===== config.mk =====
export PLATFORM = sky130hd
export DESIGN_NAME = msgbus_bridge
export DESIGN_NICKNAME = d
export VERILOG_FILES = /design/src/rtl/mbb_pkg.sv /design/src/rtl/mbb_byte_mask.sv /design/src/rtl/mbb_sequencer.sv /design/src/rtl/mbb_host_regs.sv /design/src/rtl/msgbus_bridge.sv
export SDC_FILE = /design/constraint.sdc
export NUM_CORES = 1
export LEC_CHECK = 0
export CAP_MARGIN = 20
export CORE_ASPECT_RATIO = 1.1
export CORE_MARGIN = 4
export CORE_UTILIZATION = 35
export DETAILED_ROUTE_END_ITERATION = 10
export DONT_BUFFER_PORTS = 1
export PLACE_DENSITY = 0.54
export REMOVE_ABC_BUFFERS = 1
export SKIP_CTS_REPAIR_TIMING = 1
export SLEW_MARGIN = 15
export SYNTH_ARGS = -nofsm -noshare
export SYNTH_HDL_FRONTEND = slang
export SYNTH_HIERARCHICAL = 1
export SYNTH_SLANG_ARGS = --single-unit

===== constraint.sdc =====
create_clock -name clk -period 2 [get_ports clk]
set_input_delay 0 -clock clk [delete_from_list [all_inputs] [get_ports clk]]
set_output_delay 0 -clock clk [all_outputs]
set_load 0.02 [all_outputs]

===== src/rtl/mbb_pkg.sv =====
package mbb_pkg;

    localparam int WORD_W = 32;
    localparam int BYTE_N = WORD_W / 8;
    localparam int PORT_W = 8;
    localparam int OFS_W  = 8;
    localparam int OP_W   = 8;

    localparam logic [OP_W-1:0] OPC_READ  = 8'hD0;
    localparam logic [OP_W-1:0] OPC_WRITE = 8'hE0;

    typedef struct packed {
        logic [OP_W-1:0]   opcode;
        logic [PORT_W-1:0] port;
        logic [OFS_W-1:0]  regofs;
        logic [BYTE_N-1:0] ben;
        logic [3:0]        spare;
    } cmd_word_t;

    typedef enum logic [1:0] {
        SQ_IDLE  = 2'd0,
        SQ_ISSUE = 2'd1,
        SQ_AWAIT = 2'd2
    } seq_state_t;

    typedef enum logic [1:0] {
        OPK_NONE  = 2'd0,
        OPK_READ  = 2'd1,
        OPK_WRITE = 2'd2
    } op_kind_t;

    function automatic op_kind_t decode_op(input logic [OP_W-1:0] op);
        op_kind_t k;
        if (op == OPC_READ)       k = OPK_READ;
        else if (op == OPC_WRITE) k = OPK_WRITE;
        else                      k = OPK_NONE;
        return k;
    endfunction

endpackage


===== src/rtl/mbb_byte_mask.sv =====
module mbb_byte_mask #(
    parameter int BYTE_N = 4,
    localparam int W = BYTE_N * 8
) (
    input  logic [W-1:0]      din,
    input  logic [BYTE_N-1:0] ben,
    output logic [W-1:0]      dout
);
    for (genvar b = 0; b < BYTE_N; b++) begin : g_lane
        assign dout[b*8 +: 8] = ben[b] ? din[b*8 +: 8] : 8'h00;
    end
endmodule


===== src/rtl/mbb_sequencer.sv =====
module mbb_sequencer
    import mbb_pkg::*;
(
    input  logic clk,
    input  logic rst,
    input  logic launch,
    input  logic req_ready,
    input  logic rsp_valid,
    output logic busy,
    output logic req_valid,
    output logic rsp_take
);
    seq_state_t st_q, st_d;

    always_comb begin
        st_d = st_q;
        case (st_q)
            SQ_IDLE:  if (launch)    st_d = SQ_ISSUE;
            SQ_ISSUE: if (req_ready) st_d = SQ_AWAIT;
            SQ_AWAIT: if (rsp_valid) st_d = SQ_IDLE;
            default:                 st_d = SQ_IDLE;
        endcase
    end

    always_ff @(posedge clk) begin
        if (rst) st_q <= SQ_IDLE;
        else     st_q <= st_d;
    end

    assign busy      = (st_q != SQ_IDLE);
    assign req_valid = (st_q == SQ_ISSUE);
    assign rsp_take  = (st_q == SQ_AWAIT) && rsp_valid;
endmodule


===== src/rtl/mbb_host_regs.sv =====
module mbb_host_regs
    import mbb_pkg::*;
#(
    parameter int ADDR_W = 8,
    parameter logic [ADDR_W-1:0] CTRL_OFS = 'hD0,
    parameter logic [ADDR_W-1:0] DATA_OFS = 'hD4
) (
    input  logic              clk,
    input  logic              rst,
    input  logic              host_wr,
    input  logic [ADDR_W-1:0] host_addr,
    input  logic [WORD_W-1:0] host_wdata,
    input  logic              accept,
    input  logic              rsp_load,
    input  logic [WORD_W-1:0] rsp_word,
    output cmd_word_t         cmd_q,
    output logic [WORD_W-1:0] data_q,
    output logic              cmd_hit,
    output logic [WORD_W-1:0] host_rdata
);
    logic data_hit;

    assign cmd_hit  = host_wr && accept && (host_addr == CTRL_OFS);
    assign data_hit = host_wr && accept && (host_addr == DATA_OFS);

    always_ff @(posedge clk) begin
        if (rst) begin
            cmd_q  <= '0;
            data_q <= '0;
        end else begin
            if (cmd_hit) cmd_q <= cmd_word_t'(host_wdata);
            if (rsp_load)      data_q <= rsp_word;
            else if (data_hit) data_q <= host_wdata;
        end
    end

    always_comb begin
        if (host_addr == CTRL_OFS)      host_rdata = cmd_q;
        else if (host_addr == DATA_OFS) host_rdata = data_q;
        else                            host_rdata = '0;
    end
endmodule


===== src/rtl/msgbus_bridge.sv =====
module msgbus_bridge
    import mbb_pkg::*;
#(
    parameter int ADDR_W = 8,
    parameter logic [ADDR_W-1:0] CTRL_OFS = 'hD0,
    parameter logic [ADDR_W-1:0] DATA_OFS = 'hD4
) (
    input  logic              clk,
    input  logic              rst,
    input  logic              cfg_wr,
    input  logic [ADDR_W-1:0] cfg_addr,
    input  logic [WORD_W-1:0] cfg_wdata,
    output logic [WORD_W-1:0] cfg_rdata,
    output logic              busy,
    output logic              req_valid,
    input  logic              req_ready,
    output logic [PORT_W-1:0] req_port,
    output logic [OFS_W-1:0]  req_offset,
    output logic              req_write,
    output logic [BYTE_N-1:0] req_be,
    output logic [WORD_W-1:0] req_data,
    input  logic              rsp_valid,
    input  logic [WORD_W-1:0] rsp_data
);
    cmd_word_t         cmd_q;
    cmd_word_t         cmd_in;
    logic [WORD_W-1:0] data_q;
    logic [WORD_W-1:0] rsp_masked;
    logic              cmd_hit;
    logic              launch;
    logic              rsp_take;
    logic              rsp_load;

    assign cmd_in   = cmd_word_t'(cfg_wdata);
    assign launch   = cmd_hit && (decode_op(cmd_in.opcode) != OPK_NONE);
    assign rsp_load = rsp_take && !req_write;

    mbb_host_regs #(
        .ADDR_W  (ADDR_W),
        .CTRL_OFS(CTRL_OFS),
        .DATA_OFS(DATA_OFS)
    ) u_regs (
        .clk       (clk),
        .rst       (rst),
        .host_wr   (cfg_wr),
        .host_addr (cfg_addr),
        .host_wdata(cfg_wdata),
        .accept    (!busy),
        .rsp_load  (rsp_load),
        .rsp_word  (rsp_masked),
        .cmd_q     (cmd_q),
        .data_q    (data_q),
        .cmd_hit   (cmd_hit),
        .host_rdata(cfg_rdata)
    );

    mbb_sequencer u_seq (
        .clk      (clk),
        .rst      (rst),
        .launch   (launch),
        .req_ready(req_ready),
        .rsp_valid(rsp_valid),
        .busy     (busy),
        .req_valid(req_valid),
        .rsp_take (rsp_take)
    );

    mbb_byte_mask #(.BYTE_N(BYTE_N)) u_wr_mask (
        .din (data_q),
        .ben (cmd_q.ben),
        .dout(req_data)
    );

    mbb_byte_mask #(.BYTE_N(BYTE_N)) u_rd_mask (
        .din (rsp_data),
        .ben (cmd_q.ben),
        .dout(rsp_masked)
    );

    assign req_port   = cmd_q.port;
    assign req_offset = cmd_q.regofs;
    assign req_be     = cmd_q.ben;
    assign req_write  = (decode_op(cmd_q.opcode) == OPK_WRITE);
endmodule


==> run metrics <==
status=finished, violations left; violated checks=hold timing; Max Slew Vio Count=0; DR vias=4010; clk sinks=66; chip height=120 um; Place WS=92.6 ps; peak supply drop=0.306 mV; PwrDens=637 nW/um^2; Startpoint Class=flip-flop; hold depth=1; RSZ-0062 raised after global routing=true; worst slew pin tran=855 ps; Unique masters post-synth=32; Core ar.=11100 um^2; Setup-failing EPs final=0; GP Congestion=0.767; Synthesis Warnings=6; maxcap violations=0; clock-pin slew on the worst setup and hold paths=60 ps; DRT antenna net count=0; syn avg cell area=8.35 um^2; Max clock buf depth=2; slew margin rel.=43.0%; most common cell in the netlist=dfxtp_1; GRT overflow=0; initial drt markers=266; Total GRT Usage=21.5%; Synth area leader=dfxtp_1; largest family of logic cells by synthesized area=compound AO/OA/AOI/OAI gates; nets=532; final hold violation count=65; Simple-Gate Fraction of Synth Area=19.2%; Synth Cell Area=3990 um^2; final wirelength=14.6 mm; vias per inst=6.60; commonest register cell after synthesis=dfxtp_1; CP endpoint kind=flip-flop; Max Clock Skew=5.68 ps; HPWL after DPL=8.92 mm; Die X-Extent=110 um; post-synth top area share=33.1%; first-pass detailed-route iteration total=4; register area share after synthesis=33.1%; XOR/XNOR Fraction of Synth Area=0.219%; R2R cell count=5; Synth area leaders=dfxtp_1 (33%), o31ai_1 (12%), and2_1 (10%); Area Overhead vs Synth=14.5%; Worst Path Arrival=2140 ps; Mapped Cells=478; CTS tree=built; FF+latch count, synth=66; area share of fa/ha/maj cells after synthesis=0%; most frequent cells after synthesis=dfxtp_1 (66), and2_1 (65), o31ai_1 (64); io pins=164; area of the die=13200 um^2; slowest CP cell=or4b_1; CP Cell Sequence=or4b_1, o41a_2, buf_12, a41oi_1, a221oi_1; Max Freq=0.515 GHz; Setup WS post-layout=57.0 ps; Final Cycle Share=97.1%; post-synthesis compound-gate area fraction=37.9%; worst-skew pair later-pin latency=330 ps; layout cells sized above 1=13.0%; min-delay worst type=in -> reg; Port Buffer Count=0; Crit Path Max Fanout=46; Period minus WS final=1940 ps; crit path kind=reg -> reg; largest net degree at the start of global routing=67; first-pass GRT wire length=22.1 mm; Pleak=1.33 nW; FFs w/ async S/R, synth=0%; CP max stage delay=540 ps; vias in the first global route=3985; Avg WL per Cell=24.0 um; Worst Path Required=2200 ps; initial antenna violation count=2; H-tree levels=3; Num CTS Buffers=9; multiplexer share of the synthesized area=0%; Initial Util=36.1%; post-route DRC violation count=0; Fin Hold WS=-258 ps; CTS root buf=clkbuf_16; Post-synth EDFFs=0; # rows=40
## critical path, delay by kind of cell (launching register included)
kind,cells,cell delay [ps]
AND/OR/NAND/NOR,1,540
AO/OA/AOI/OAI,3,740
flip-flops,1,300
buffers and inverters,1,190
## cell usage in the layout, fill, tap and decap left out, types with 22 or more instances in the layout
| cell type | n |
|---|---|
| a21oi_1 | 32 |
| a221oi_1 | 32 |
| a22o_1 | 32 |
| a41oi_1 | 28 |
| and2_1 | 64 |
| buf_4 | 22 |
| dfxtp_1 | 66 |
| inv_1 | 33 |
| nand4_1 | 32 |
| o31ai_1 | 64 |
## final timing paths
kind / start / endpoint / slack, ps
setup / recovery: u_regs/cmd_q[25]$_SDFFE_PP0P_ / u_regs/data_q[3]$_SDFFE_PP0P_ / 60
hold / removal: rst / u_regs/cmd_q[20]$_SDFFE_PP0P_ / -260
setup reg to reg: u_regs/cmd_q[25]$_SDFFE_PP0P_ / u_regs/data_q[3]$_SDFFE_PP0P_ / 60
hold reg to reg: u_regs/cmd_q[3]$_SDFFE_PP0P_ / u_regs/cmd_q[3]$_SDFFE_PP0P_ / 480
## power by group
group	switching [W]	internal [W]	total, W
Combinational	0.000106	0.0000349	0.000141
Sequential	0.00000208	0.00132	0.00132
Clock	0.000582	0.000868	0.00145
## state kept, by name, indices dropped and copies added, names as in the netlist
signal	count
u_regs/cmd_q	32
u_regs/data_q	32
u_seq/st_q	2
## cell type report
cell class	count	area [um^2]
clock buffers	13	250
multi-input cells	316	2380
diodes	1	2.50
flip-flops and latches	66	1320
repair buffers	29	295
clock inverters	3	15.0
inverters	33	124
well taps	147	184
fillers	1114	6490
## routing by layer
layer | vias to the layer above | part of all wire, % | global-route usage, % | wire length, um
li1 | 1819 | - | - | -
met1 | 1956 | 41 | 28.1 | 6050
met2 | 199 | 47 | 33.2 | 6920
met3 | 34 | 8.3 | 5.43 | 1220
met4 | 2 | 2.8 | 9.12 | 404
met5 | - | 0.082 | 0 | 12
## through the flow
step                std cells  power (W)  setup TNS [ps]  utilization (%)  cell area [um^2]
finish                    608    0.00291               0             41.3              4570
global route              608    0.00301          -0.322             41.3              4570
CTS                       606    0.00294               0             40.8              4520
detailed placement        590    0.00148               0             38.4              4250
global placement          590    0.00148               0             38.4              4250
floorplan                 415    0.00141         -248100                -              3730
## cell families (layout without fill, tap and decap cells)
family          after synthesis  in the layout
compound gates              195            195
simple gates                120            120
buf+inv                      96             78
flops                        66             66
xor+xnor                      1              1
other cells                   0              1
Note: power is estimated with default switching activity, not from simulation.
